**config.mk**
```make
export PLATFORM = sky130hd
export DESIGN_NAME = uart_rx_status
export DESIGN_NICKNAME = d
export VERILOG_FILES = /design/src/rtl/uart_rx_pkg.sv /design/src/rtl/uart_rx_ctrl.sv /design/src/rtl/uart_rx_datapath.sv /design/src/rtl/uart_rx_status.sv
export SDC_FILE = /design/constraint.sdc
export NUM_CORES = 1
export LEC_CHECK = 0
export ABC_AREA = 1
export CORE_MARGIN = 2
export CORE_UTILIZATION = 45
export CTS_BUF_LIST = sky130_fd_sc_hd__clkbuf_8 sky130_fd_sc_hd__clkbuf_16
export CTS_CLUSTER_SIZE = 25
export DETAILED_ROUTE_END_ITERATION = 6
export DONT_BUFFER_PORTS = 1
export GPL_TIMING_DRIVEN = 0
export REMOVE_ABC_BUFFERS = 1
export SETUP_SLACK_MARGIN = 0.5
export SLEW_MARGIN = 20
export SYNTH_ARGS = -nofsm -noshare
export SYNTH_HDL_FRONTEND = slang
export SYNTH_HIERARCHICAL = 1
export SYNTH_SLANG_ARGS = --single-unit
```
**constraint.sdc**
```tcl
create_clock -name clk -period 2.46 [get_ports clk]
set_input_delay 0.123 -clock clk [delete_from_list [all_inputs] [get_ports clk]]
set_output_delay 0.123 -clock clk [all_outputs]
set_load 0.02 [all_outputs]
```
**src/rtl/uart_rx_pkg.sv**
```systemverilog
package uart_rx_pkg;

  typedef enum logic [2:0] {
    ST_IDLE,
    ST_START,
    ST_DATA,
    ST_PAR,
    ST_STOP,
    ST_REARM
  } rxState_t;

  typedef struct packed {
    logic frameStart;
    logic takeData;
    logic takePar;
    logic charDone;
    logic lineBit;
  } rxStrobe_t;

  localparam int MAX_BITS = 8;

  localparam logic [1:0] PAR_CHECKED = 2'b00;
  localparam logic [1:0] PAR_FORCED  = 2'b01;
  localparam logic [1:0] PAR_NONE    = 2'b10;
  localparam logic [1:0] PAR_MDROP   = 2'b11;

endpackage

```
**src/rtl/uart_rx_ctrl.sv**
```systemverilog
module uart_rx_ctrl
  import uart_rx_pkg::*;
#(
  parameter int OVS  = 16,
  parameter int TO_W = 8
) (
  input  logic            clk,
  input  logic            rstN,
  input  logic            sampleTick,
  input  logic            rxLine,
  input  logic            rxEnable,
  input  logic            rxResetCmd,
  input  logic            restartToCmd,
  input  logic [1:0]      charLen,
  input  logic [1:0]      parityMode,
  input  logic [TO_W-1:0] toBitTimes,
  output rxStrobe_t       strobe,
  output logic            timeoutFlag
);

  localparam int PH_W = $clog2(OVS);
  localparam logic [PH_W-1:0] HALF = PH_W'(OVS / 2 - 1);
  localparam logic [PH_W-1:0] FULL = PH_W'(OVS - 1);

  logic [1:0]      syncQ;
  logic            lineS;
  rxState_t        state, stateNext;
  logic [PH_W-1:0] phase;
  logic [2:0]      bitIdx;
  logic [2:0]      lastBit;
  logic            hasPar;
  logic            phaseHit;
  logic            active;

  always_ff @(posedge clk or negedge rstN) begin
    if (!rstN) syncQ <= 2'b11;
    else       syncQ <= {syncQ[0], rxLine};
  end
  assign lineS = syncQ[1];

  assign lastBit  = 3'(3'd4 + 3'(charLen));
  assign hasPar   = (parityMode != PAR_NONE);
  assign phaseHit = sampleTick && (phase == ((state == ST_START) ? HALF : FULL));
  assign active   = rxEnable && !rxResetCmd;

  always_comb begin
    stateNext = state;
    strobe    = '0;
    strobe.lineBit = lineS;
    if (active) begin
      case (state)
        ST_IDLE: if (sampleTick && !lineS) begin
          stateNext = ST_START;
          strobe.frameStart = 1'b1;
        end
        ST_START: if (phaseHit) stateNext = lineS ? ST_IDLE : ST_DATA;
        ST_DATA: if (phaseHit) begin
          strobe.takeData = 1'b1;
          if (bitIdx == lastBit) stateNext = hasPar ? ST_PAR : ST_STOP;
        end
        ST_PAR: if (phaseHit) begin
          strobe.takePar = 1'b1;
          stateNext = ST_STOP;
        end
        ST_STOP: if (phaseHit) begin
          strobe.charDone = 1'b1;
          stateNext = ST_REARM;
        end
        ST_REARM: if (sampleTick && lineS) stateNext = ST_IDLE;
        default: stateNext = ST_IDLE;
      endcase
    end
  end

  always_ff @(posedge clk or negedge rstN) begin
    if (!rstN) begin
      state  <= ST_IDLE;
      phase  <= '0;
      bitIdx <= '0;
    end else if (!active) begin
      state  <= ST_IDLE;
      phase  <= '0;
      bitIdx <= '0;
    end else begin
      state <= stateNext;
      if (sampleTick) begin
        if (phaseHit || state == ST_IDLE || state == ST_REARM) phase <= '0;
        else phase <= phase + 1'b1;
      end
      if (state != ST_DATA) bitIdx <= '0;
      else if (phaseHit)    bitIdx <= bitIdx + 1'b1;
    end
  end

  // Idle time-out: armed by restart, runs after the next character.
  logic            toArmed, toActive;
  logic [PH_W-1:0] toTick;
  logic [TO_W-1:0] toBits;
  logic            lineQuiet;

  assign lineQuiet = (state == ST_IDLE) || (state == ST_REARM);

  always_ff @(posedge clk or negedge rstN) begin
    if (!rstN) begin
      timeoutFlag <= 1'b0;
      toArmed     <= 1'b0;
      toActive    <= 1'b0;
      toTick      <= '0;
      toBits      <= '0;
    end else if (rxResetCmd || restartToCmd) begin
      timeoutFlag <= 1'b0;
      toArmed     <= restartToCmd && !rxResetCmd;
      toActive    <= 1'b0;
      toTick      <= '0;
      toBits      <= '0;
    end else if (strobe.charDone && (toArmed || toActive)) begin
      toArmed  <= 1'b0;
      toActive <= 1'b1;
      toTick   <= '0;
      toBits   <= '0;
    end else if (toActive && !lineQuiet) begin
      toTick <= '0;
      toBits <= '0;
    end else if (toActive && sampleTick && toBitTimes != '0) begin
      if (toTick == FULL) begin
        toTick <= '0;
        if (toBits + TO_W'(1) == toBitTimes) begin
          timeoutFlag <= 1'b1;
          toActive    <= 1'b0;
        end else begin
          toBits <= toBits + TO_W'(1);
        end
      end else begin
        toTick <= toTick + 1'b1;
      end
    end
  end

  // a disabled receiver sits in the hunting state
  assert_disabled_idle_R10: assert property (@(posedge clk) disable iff (!rstN)
    !rxEnable |=> (state == ST_IDLE));

  // a restart always leaves the time-out flag low
  assert_restart_clears_R12: assert property (@(posedge clk) disable iff (!rstN)
    restartToCmd |=> !timeoutFlag);

  // a start that is high at the half-bit check never yields data strobes
  assert_glitch_drop_R9: assert property (@(posedge clk) disable iff (!rstN)
    (state == ST_START && phaseHit && lineS) |=> !strobe.takeData);

endmodule

```
**src/rtl/uart_rx_datapath.sv**
```systemverilog
module uart_rx_datapath
  import uart_rx_pkg::*;
(
  input  logic                clk,
  input  logic                rstN,
  input  rxStrobe_t           strobe,
  input  logic                rxResetCmd,
  input  logic                clrErrCmd,
  input  logic                readStrobe,
  input  logic [1:0]          charLen,
  input  logic [1:0]          parityMode,
  input  logic                parityType,
  output logic [MAX_BITS-1:0] rxData,
  output logic                rxReady,
  output logic                rxAddrBit,
  output logic                parityErr,
  output logic                frameErr,
  output logic                overrunErr,
  output logic                breakSeen
);

  logic [MAX_BITS-1:0] shiftReg;
  logic [MAX_BITS-1:0] alignedData;
  logic                parBitQ;
  logic                allLow;
  logic                parBad;
  logic                isBreak;
  logic                goodChar;

  always_ff @(posedge clk or negedge rstN) begin
    if (!rstN) begin
      shiftReg <= '0;
      parBitQ  <= 1'b0;
      allLow   <= 1'b0;
    end else if (rxResetCmd) begin
      shiftReg <= '0;
      parBitQ  <= 1'b0;
      allLow   <= 1'b0;
    end else begin
      if (strobe.frameStart) begin
        shiftReg <= '0;
        parBitQ  <= 1'b0;
        allLow   <= 1'b1;
      end
      if (strobe.takeData) begin
        shiftReg <= {strobe.lineBit, shiftReg[MAX_BITS-1:1]};
        allLow   <= allLow & ~strobe.lineBit;
      end
      if (strobe.takePar) begin
        parBitQ <= strobe.lineBit;
        allLow  <= allLow & ~strobe.lineBit;
      end
    end
  end

  assign alignedData = shiftReg >> (2'd3 - charLen);

  always_comb begin
    case (parityMode)
      PAR_CHECKED: parBad = ((^alignedData) ^ parBitQ) != parityType;
      PAR_FORCED:  parBad = parBitQ != parityType;
      default:     parBad = 1'b0;
    endcase
  end

  assign isBreak  = allLow && !strobe.lineBit;
  assign goodChar = strobe.charDone && !isBreak;

  always_ff @(posedge clk or negedge rstN) begin
    if (!rstN) begin
      rxData     <= '0;
      rxReady    <= 1'b0;
      rxAddrBit  <= 1'b0;
      parityErr  <= 1'b0;
      frameErr   <= 1'b0;
      overrunErr <= 1'b0;
      breakSeen  <= 1'b0;
    end else if (rxResetCmd) begin
      rxData     <= '0;
      rxReady    <= 1'b0;
      rxAddrBit  <= 1'b0;
      parityErr  <= 1'b0;
      frameErr   <= 1'b0;
      overrunErr <= 1'b0;
      breakSeen  <= 1'b0;
    end else begin
      if (goodChar) begin
        rxData    <= alignedData;
        rxAddrBit <= (parityMode == PAR_MDROP) ? parBitQ : 1'b0;
      end

      if (goodChar)        rxReady <= 1'b1;
      else if (readStrobe) rxReady <= 1'b0;

      if (goodChar && rxReady && !readStrobe) overrunErr <= 1'b1;
      else if (clrErrCmd)                     overrunErr <= 1'b0;

      if (goodChar && parBad) parityErr <= 1'b1;
      else if (clrErrCmd)     parityErr <= 1'b0;

      if (goodChar && !strobe.lineBit) frameErr <= 1'b1;
      else if (clrErrCmd)              frameErr <= 1'b0;

      if (strobe.charDone && isBreak) breakSeen <= 1'b1;
    end
  end

  // a read with no new character empties the holding register
  assert_read_clears_R2: assert property (@(posedge clk) disable iff (!rstN)
    (readStrobe && !strobe.charDone) |=> !rxReady);

  // a character landing on an unread one raises overrun
  assert_overrun_set_R3: assert property (@(posedge clk) disable iff (!rstN)
    (strobe.charDone && !isBreak && rxReady && !readStrobe && !rxResetCmd) |=> overrunErr);

  // clearing errors leaves the data side untouched
  assert_clr_keeps_data_R4: assert property (@(posedge clk) disable iff (!rstN)
    (clrErrCmd && !strobe.charDone && !readStrobe && !rxResetCmd) |=>
      (!parityErr && !frameErr && !overrunErr && $stable(rxReady) && $stable(rxData) && $stable(breakSeen)));

  // a break never raises the framing flag
  assert_break_no_frame_R8: assert property (@(posedge clk) disable iff (!rstN)
    $rose(breakSeen) |-> !$rose(frameErr));

endmodule

```
**src/rtl/uart_rx_status.sv**
```systemverilog
module uart_rx_status
  import uart_rx_pkg::*;
#(
  parameter int OVS  = 16,
  parameter int TO_W = 8
) (
  input  logic                clk,
  input  logic                rstN,
  input  logic                sampleTick,
  input  logic                rxLine,
  input  logic                rxEnable,
  input  logic                rxResetCmd,
  input  logic                clrErrCmd,
  input  logic                restartToCmd,
  input  logic                readStrobe,
  input  logic [1:0]          charLen,
  input  logic [1:0]          parityMode,
  input  logic                parityType,
  input  logic [TO_W-1:0]     toBitTimes,
  output logic [MAX_BITS-1:0] rxData,
  output logic                rxReady,
  output logic                rxAddrBit,
  output logic                parityErr,
  output logic                frameErr,
  output logic                overrunErr,
  output logic                breakSeen,
  output logic                timeoutFlag
);

  rxStrobe_t strobe;

  uart_rx_ctrl #(.OVS(OVS), .TO_W(TO_W)) ctrl (
    .clk          (clk),
    .rstN         (rstN),
    .sampleTick   (sampleTick),
    .rxLine       (rxLine),
    .rxEnable     (rxEnable),
    .rxResetCmd   (rxResetCmd),
    .restartToCmd (restartToCmd),
    .charLen      (charLen),
    .parityMode   (parityMode),
    .toBitTimes   (toBitTimes),
    .strobe       (strobe),
    .timeoutFlag  (timeoutFlag)
  );

  uart_rx_datapath dpath (
    .clk        (clk),
    .rstN       (rstN),
    .strobe     (strobe),
    .rxResetCmd (rxResetCmd),
    .clrErrCmd  (clrErrCmd),
    .readStrobe (readStrobe),
    .charLen    (charLen),
    .parityMode (parityMode),
    .parityType (parityType),
    .rxData     (rxData),
    .rxReady    (rxReady),
    .rxAddrBit  (rxAddrBit),
    .parityErr  (parityErr),
    .frameErr   (frameErr),
    .overrunErr (overrunErr),
    .breakSeen  (breakSeen)
  );

endmodule

```
==> results.toml, run 1 <==
[worst_setup_path]
cp.required_ns = 2.69
r2r_cells = 11
cp.arrival_ns = 2.11
start_kind = "register"
end_kind = "register"
worst-setup-path-type = "register to register"
crit_fanout = 6

[placement]
gp_congestion = 0.853
dp_hpwl_mm = 5.87
placed_area_sq_um = 3470
dp_cells = 566
portBuffers = 0

[finish]
fin_cells = 599
antennaDiodeCount = 0
nFillCells = 723
drive_gt1_share_pct = 18.4
design_area_sq_um = 3930
syn2layout_area_growth_pct = 15.7
nets = 525

[power]
vdd_drop_max_v = 0.000206
pwr_density_cell_nw_per_um2 = 387
p_leak_nw = 1.96

[floorplanning]
start_util_pct = 46.6
io_pins = 37
std_cell_rows = 31
die_height_um = 90.9
die_area_sq_um = 8260
core_area_sq_um = 7290
die_x_um = 90.9

[synth]
synth_edf_count = 0
synthMostInstantiatedCell = "nand2_1"
ys_async_sr_fraction_pct = 100
synth_cell_types = 39
ys_warn_count = 6
synthFlopType = "dfrtp_1"
ys_top_cells_by_count = "nand2_1 (155), nand3_1 (66), inv_1 (58)"
avgSynthCellArea_sq_um = 7.15
synth_top_area_share_pct = 36.1
netlist_instances = 475
yosysTopAreaCell = "dfrtp_1"
synthTopCellsByArea = "dfrtp_1 (36%), nand2_1 (17%), nand3_1 (9.7%)"
ys_ff_latch = 51
synth_area_sq_um = 3400
ys_seq_area_share_pct = 37.6

[drt]
dr.first_iter.drc_count = 194
drt_wl_total_mm = 8.37
drt_first_pass_iters = 4
ant_nets = 0
drc = 0
post_drt_wl_per_cell_um = 14.0
via_count = 3211
viasPerCell = 5.36

[clock_tree]
cts_root_buf = "clkbuf_8"
numCtsBuffers = 5
cts_tree = "done"
cts_num_sinks = 51
ctsLongestPathBuffers = 2
clk_latency_ns = 0.31
clk_pin_slew_worst_paths_ns = 0.09
cts_max_level = 2

[sta]
period_needed_ns = 1.88
final.setup.tns_ns = 0
fin_crit_sh_pct = 76.5
finalSetupViolCount = 0
slew_viol_final = 0
finClkSkew_ns = 0.0106
grt_setup_unrepaired = "yes"
worst_pin_slew_ns = 0.515
maxSlewHeadroom_pct = 65.3
fin_hold_ws_ns = 0.00382
max_freq_mhz = 531
hold_viol_final = 0

[global_routing]
grt_use_total_pct = 20.9
overflow = 0
grt_pass1_vias = 3005
grt_pass1_wl_mm = 14.0
grt_max_degree = 52
antenna_found_initial = 0

[status]
status = "complete, no violations"

[hold_path]
hold_depth = 2
hp-class = "input port to register"

[job]
maxCapViolCount = 0
worst paths after layout:
check | from | end | slack, ns
worst min register to register | ctrl/syncQ[0]$_DFF_PN1_ | ctrl/syncQ[1]$_DFF_PN1_ | 0.36
min in group asynchronous | rstN | ctrl/phase[1]$_DFFE_PN0P_ | 0.32
worst min-delay path | charLen[1] | dpath/rxData[6]$_DFFE_PN0P_ | 0.004
max in group asynchronous | rstN | ctrl/syncQ[1]$_DFF_PN1_ | 1.83
worst max register to register | ctrl/phase[1]$_DFFE_PN0P_ | dpath/rxAddrBit$_DFFE_PN0P_ | 0.58
worst max-delay path | ctrl/phase[1]$_DFFE_PN0P_ | dpath/rxAddrBit$_DFFE_PN0P_ | 0.58
logic make-up (layout without fill, tap and decap cells):
| family | after synthesis | count (layout) | synth area share, % |
|---|---|---|---|
| and+or+nand+nor | 290 | 290 | 40.4 |
| buffers and inverters | 72 | 97 | 8.66 |
| xor gates and xnor gates | 9 | 9 | 2.32 |
| AOI/OAI and AO/OA | 49 | 49 | 9.50 |
| adders and majority gates | 4 | 4 | 1.47 |
| DFF | 51 | 51 | 37.6 |
placed cells by master, fill, tap and decap left out, types with 7 or more instances in the layout:
cell / n
nand2_1: 148
nand3_1: 62
inv_1: 59
dfrtp_1: 45
nand2_2: 17
nor2_1: 16
buf_4: 15
o21ai_0: 14
nand4_1: 12
nand3_2: 10
nor2_4: 9
dlygate4sd3_1: 7
flip-flops by register name, indices dropped and copies added, names as in the netlist, 2 cells and up:
signal and flops:
ctrl/bitIdx 3, ctrl/phase 4, dpath/rxData 8, ctrl/syncQ 2, ctrl/toBits 8, ctrl/state 3, ctrl/toTick 4, dpath/shiftReg 8
critical path, stage by stage, from the launching register on:
cell and delay [ns]:
dfrtp_1 0.40, ha_4 0.16, nand2_2 0.06, nor2_4 0.14, nand3_4 0.10, nor2_4 0.11, nand2_2 0.08, inv_4 0.10
nand2_8 0.07, nor2_4 0.18, clkinvlp_4 0.22, o21ai_1 0.17
metal layers:
metal / global-route usage [%] / vias to the layer above / share of wire (%)
met5: 0 / - / 0
met4: 5.81 / 0 / 1.6
met1: 26.3 / 1532 / 44
li1: - / 1605 / -
met2: 37.4 / 63 / 50
met3: 2.75 / 11 / 4.1
final cells by class:
type / count / area (sq um) / area share (%)
repair inverters: 1 / 7.51 / 0.191
flip-flops and latches: 51 / 1280 / 32.7
clock inverters: 3 / 11.3 / 0.286
inverters: 64 / 248 / 6.30
clock buffers: 5 / 68.8 / 1.75
multi-input cells: 352 / 1960 / 49.8
repair buffers: 24 / 230 / 5.86
well taps: 99 / 124 / 3.15
report_power, final:
part / leakage, nW / switching, mW / internal (mW)
sequential: 0.695 / 0.0168 / 0.849
combinational: 1.21 / 0.129 / 0.0774
clock: 0.0519 / 0.260 / 0.190
stage by stage:
step                      worst slack, ns  utilization (%)  total power, mW
after floorplan                     0.674                -            0.997
after global placement              0.124             47.5             1.03
after detailed placement           0.0732             47.5             1.03
after CTS                           0.483             50.6             1.53
after global routing                0.419             53.9             1.60
final                               0.577             53.9             1.52
what timing repair did:
item,4_1_cts,5_1_grt
pin swaps,0,13
setup buffers,2,14
gates resized for setup,9,38
setup endpoints to repair,22,34
cloned,0,1
hold endpoints to repair,59,0
hold buffers,8,0
(Power assumes the default switching activity.)
==> inputs of run 2 (changes only) <==
--- a/config.mk
+++ b/config.mk
@@ -5,7 +5,7 @@
 export SDC_FILE = /design/constraint.sdc
 export NUM_CORES = 1
 export LEC_CHECK = 0
-export ABC_AREA = 1
+export ABC_AREA = 0
 export CORE_MARGIN = 2
 export CORE_UTILIZATION = 45
 export CTS_BUF_LIST = sky130_fd_sc_hd__clkbuf_8 sky130_fd_sc_hd__clkbuf_16
==> constraint.sdc (replaced) <==
create_clock -name clk -period 2 [get_ports clk]
set_input_delay 0.1 -clock clk [delete_from_list [all_inputs] [get_ports clk]]
set_output_delay 0.1 -clock clk [all_outputs]
set_load 0.02 [all_outputs]
==> run 2 against run 1 <==
The flow now finishes with violations (setup timing). Clock power is 30% higher. Utilization is 13 points higher. Synthesized area is 7.1% lower. Setup slack worse by 0.76 ns. Die area is 6.8% lower. Critical endpoint is now ctrl/toBits[0]$_DFFE_PN0P_. Clock skew is 0.0011 ns lower. Synthesized cell count is 24% lower.
==> results.toml, run 2 <==
[placement]
dp_hpwl_mm = 4.50
placed_area_sq_um = 3160
portBuffers = 0
gp_congestion = 0.863

[clock_tree]
ctsLongestPathBuffers = 2
clk_latency_ns = 0.30
clk_pin_slew_worst_paths_ns = 0.10
cts_num_sinks = 51
numCtsBuffers = 5
cts_root_buf = "clkbuf_8"
cts_tree = "done"
cts_max_level = 2

[sta]
grt_setup_unrepaired = "yes"
final.setup.tns_ns = -1.53
fin_hold_ws_ns = 0.00968
hold_viol_final = 0
period_needed_ns = 2.18
max_freq_mhz = 458
finalSetupViolCount = 10
worst_pin_slew_ns = 0.588
finClkSkew_ns = 0.00947
fin_crit_sh_pct = 109
layout_setup_ws_ns = -0.182
maxSlewHeadroom_pct = 60.8
slew_viol_final = 0

[drt]
ant_nets = 0
via_count = 2899
drt_first_pass_iters = 4
dr.first_iter.drc_count = 135
post_drt_wl_per_cell_um = 18.1
drc = 0
viasPerCell = 5.73
drt_wl_total_mm = 9.15

[worst_setup_path]
worst-setup-path-type = "register to register"
path_delay_family = "compound AO/OA/AOI/OAI gates"
slowest_stage = "dfrtp_2"
start_kind = "register"
max_stage_delay_ns = 0.41
cp.arrival_ns = 2.38
cp_num_buf_inv = 2
cp.required_ns = 2.20
cp_cell_sequence = "ha_4 > or3b_4 > a211oi_4 > o32ai_4 > o31ai_4 > buf_6 > buf_16 > xor2_2 > nor2_1"
end_kind = "register"
crit_fanout = 6

[status]
status = "finished with violations"
violations = "setup timing"

[synth]
synth_cell_types = 55
yosysTopAreaCell = "dfrtp_1"
synthMostInstantiatedCell = "dfrtp_1"
synthFlopType = "dfrtp_1"
synthSimpleGateAreaFrac_pct = 23.7
synthMuxAreaShare_pct = 3.65
ys_top_cells_by_count = "dfrtp_1 (49), a21oi_1 (46), nor2_1 (38)"
synth_top_family_by_area = "simple AND/OR/NAND/NOR gates"
ys_ff_latch = 51
avgSynthCellArea_sq_um = 8.74
synth_edf_count = 0
yosys.area_share.adder_pct = 1.59
ys_async_sr_fraction_pct = 100
synth_area_sq_um = 3160
synth_xor_area_share_pct = 7.09
ys_seq_area_share_pct = 40.5
synth_top_area_share_pct = 38.8
synthTopCellsByArea = "dfrtp_1 (39%), a21oi_1 (7.3%), nor2_1 (4.5%)"
netlist_instances = 361
synth_compound_area_share_pct = 18.0
ys_warn_count = 6

[global_routing]
grt_pass1_vias = 2750
grt_max_degree = 52
grt_pass1_wl_mm = 13.6
overflow = 0
grt_use_total_pct = 22.4
antenna_found_initial = 0

[job]
maxCapViolCount = 0

[floorplanning]
die_height_um = 87.8
std_cell_rows = 30
die_x_um = 87.8
start_util_pct = 46.5
die_area_sq_um = 7700
io_pins = 37
core_area_sq_um = 6790

[finish]
nFillCells = 488
drive_gt1_share_pct = 43.9
layout_commonest_cell = "dfrtp_1"
nets = 435
design_area_sq_um = 4530
syn2layout_area_growth_pct = 43.5
antennaDiodeCount = 0
top_regs = "ctrl/toBits x8, dpath/rxData x8, dpath/shiftReg x8"
final_util_pct = 66.7
final_cell_mix = "dfrtp_1 (42), nor2_1 (32), buf_4 (26), a21oi_2 (24), buf_6 (24)"

[power]
p_leak_nw = 1.81
pwr_density_cell_nw_per_um2 = 406
vdd_drop_max_v = 0.000316

[hold_path]
hp-class = "input port to register"
[run 2: layer usage]
metal	wire, um	track usage [%]	vias up
li1	-	-	1360
met1	3780	30.0	1407
met2	4590	37.0	101
met3	480	3.58	31
met4	297	7.41	0
met5	0	0	-
[run 2: kinds of logic after synthesis]
| family | after synthesis |
|---|---|
| flip-flops | 51 |
| buffers and inverters | 36 |
| AND/OR/NAND/NOR | 143 |
| multiplexers | 10 |
| adder cells (fa/ha/maj) | 4 |
| AO/OA/AOI/OAI | 93 |
| XOR/XNOR | 24 |
[run 2: area by class of cell]
type / count / area (sq um) / area share (%)
clock buffer: 5 / 68.8 / 1.52
clock inverter: 3 / 16.3 / 0.359
inverter: 11 / 41.3 / 0.911
multi-input combinational: 274 / 2300 / 50.7
sequential: 51 / 1290 / 28.4
tap: 96 / 120 / 2.65
timing repair buffer: 66 / 698 / 15.4
[run 2: final timing paths]
kind | start | end | slack, ns | depth (start not counted)
min reg2reg | ctrl/syncQ[0]$_DFF_PN1_ | ctrl/syncQ[1]$_DFF_PN1_ | 0.36 | 0
max in group asynchronous | rstN | ctrl/syncQ[0]$_DFF_PN1_ | 1.42 | 2
min in group asynchronous | rstN | dpath/rxData[1]$_DFFE_PN0P_ | 0.30 | 2
max reg2reg | ctrl/toBits[0]$_DFFE_PN0P_ | ctrl/toBits[0]$_DFFE_PN0P_ | -0.18 | 9
max | ctrl/toBits[0]$_DFFE_PN0P_ | ctrl/toBits[0]$_DFFE_PN0P_ | -0.18 | 9
min | restartToCmd | ctrl/timeoutFlag$_DFFE_PN0P_ | 0.01 | 2
[run 2: report_power, final]
part / internal (mW) / leakage, nW / switching [mW]
Sequential: 1.04 / 0.692 / 0.00736
Combinational: 0.0889 / 1.07 / 0.117
Clock: 0.241 / 0.0453 / 0.346
[run 2: stage by stage]
stage          power, mW  cells  setup WS, ns
6_report            1.84    506        -0.182
5_1_grt             1.93    506        -0.265
4_1_cts             1.82    494        -0.139
3_5_place_dp        1.14    433        -0.440
3_3_place_gp        1.14    432        -0.877
2_1_floorplan       1.13    336        -0.344
[run 2: repair_timing]
item,4_1_cts,5_1_grt
endpoints found under the setup margin,49,49
endpoints found under the hold margin,81,0
buffers inserted,39,12
hold buffers,11,0
cloned,3,0
pin swaps,42,49
resized for setup,112,57
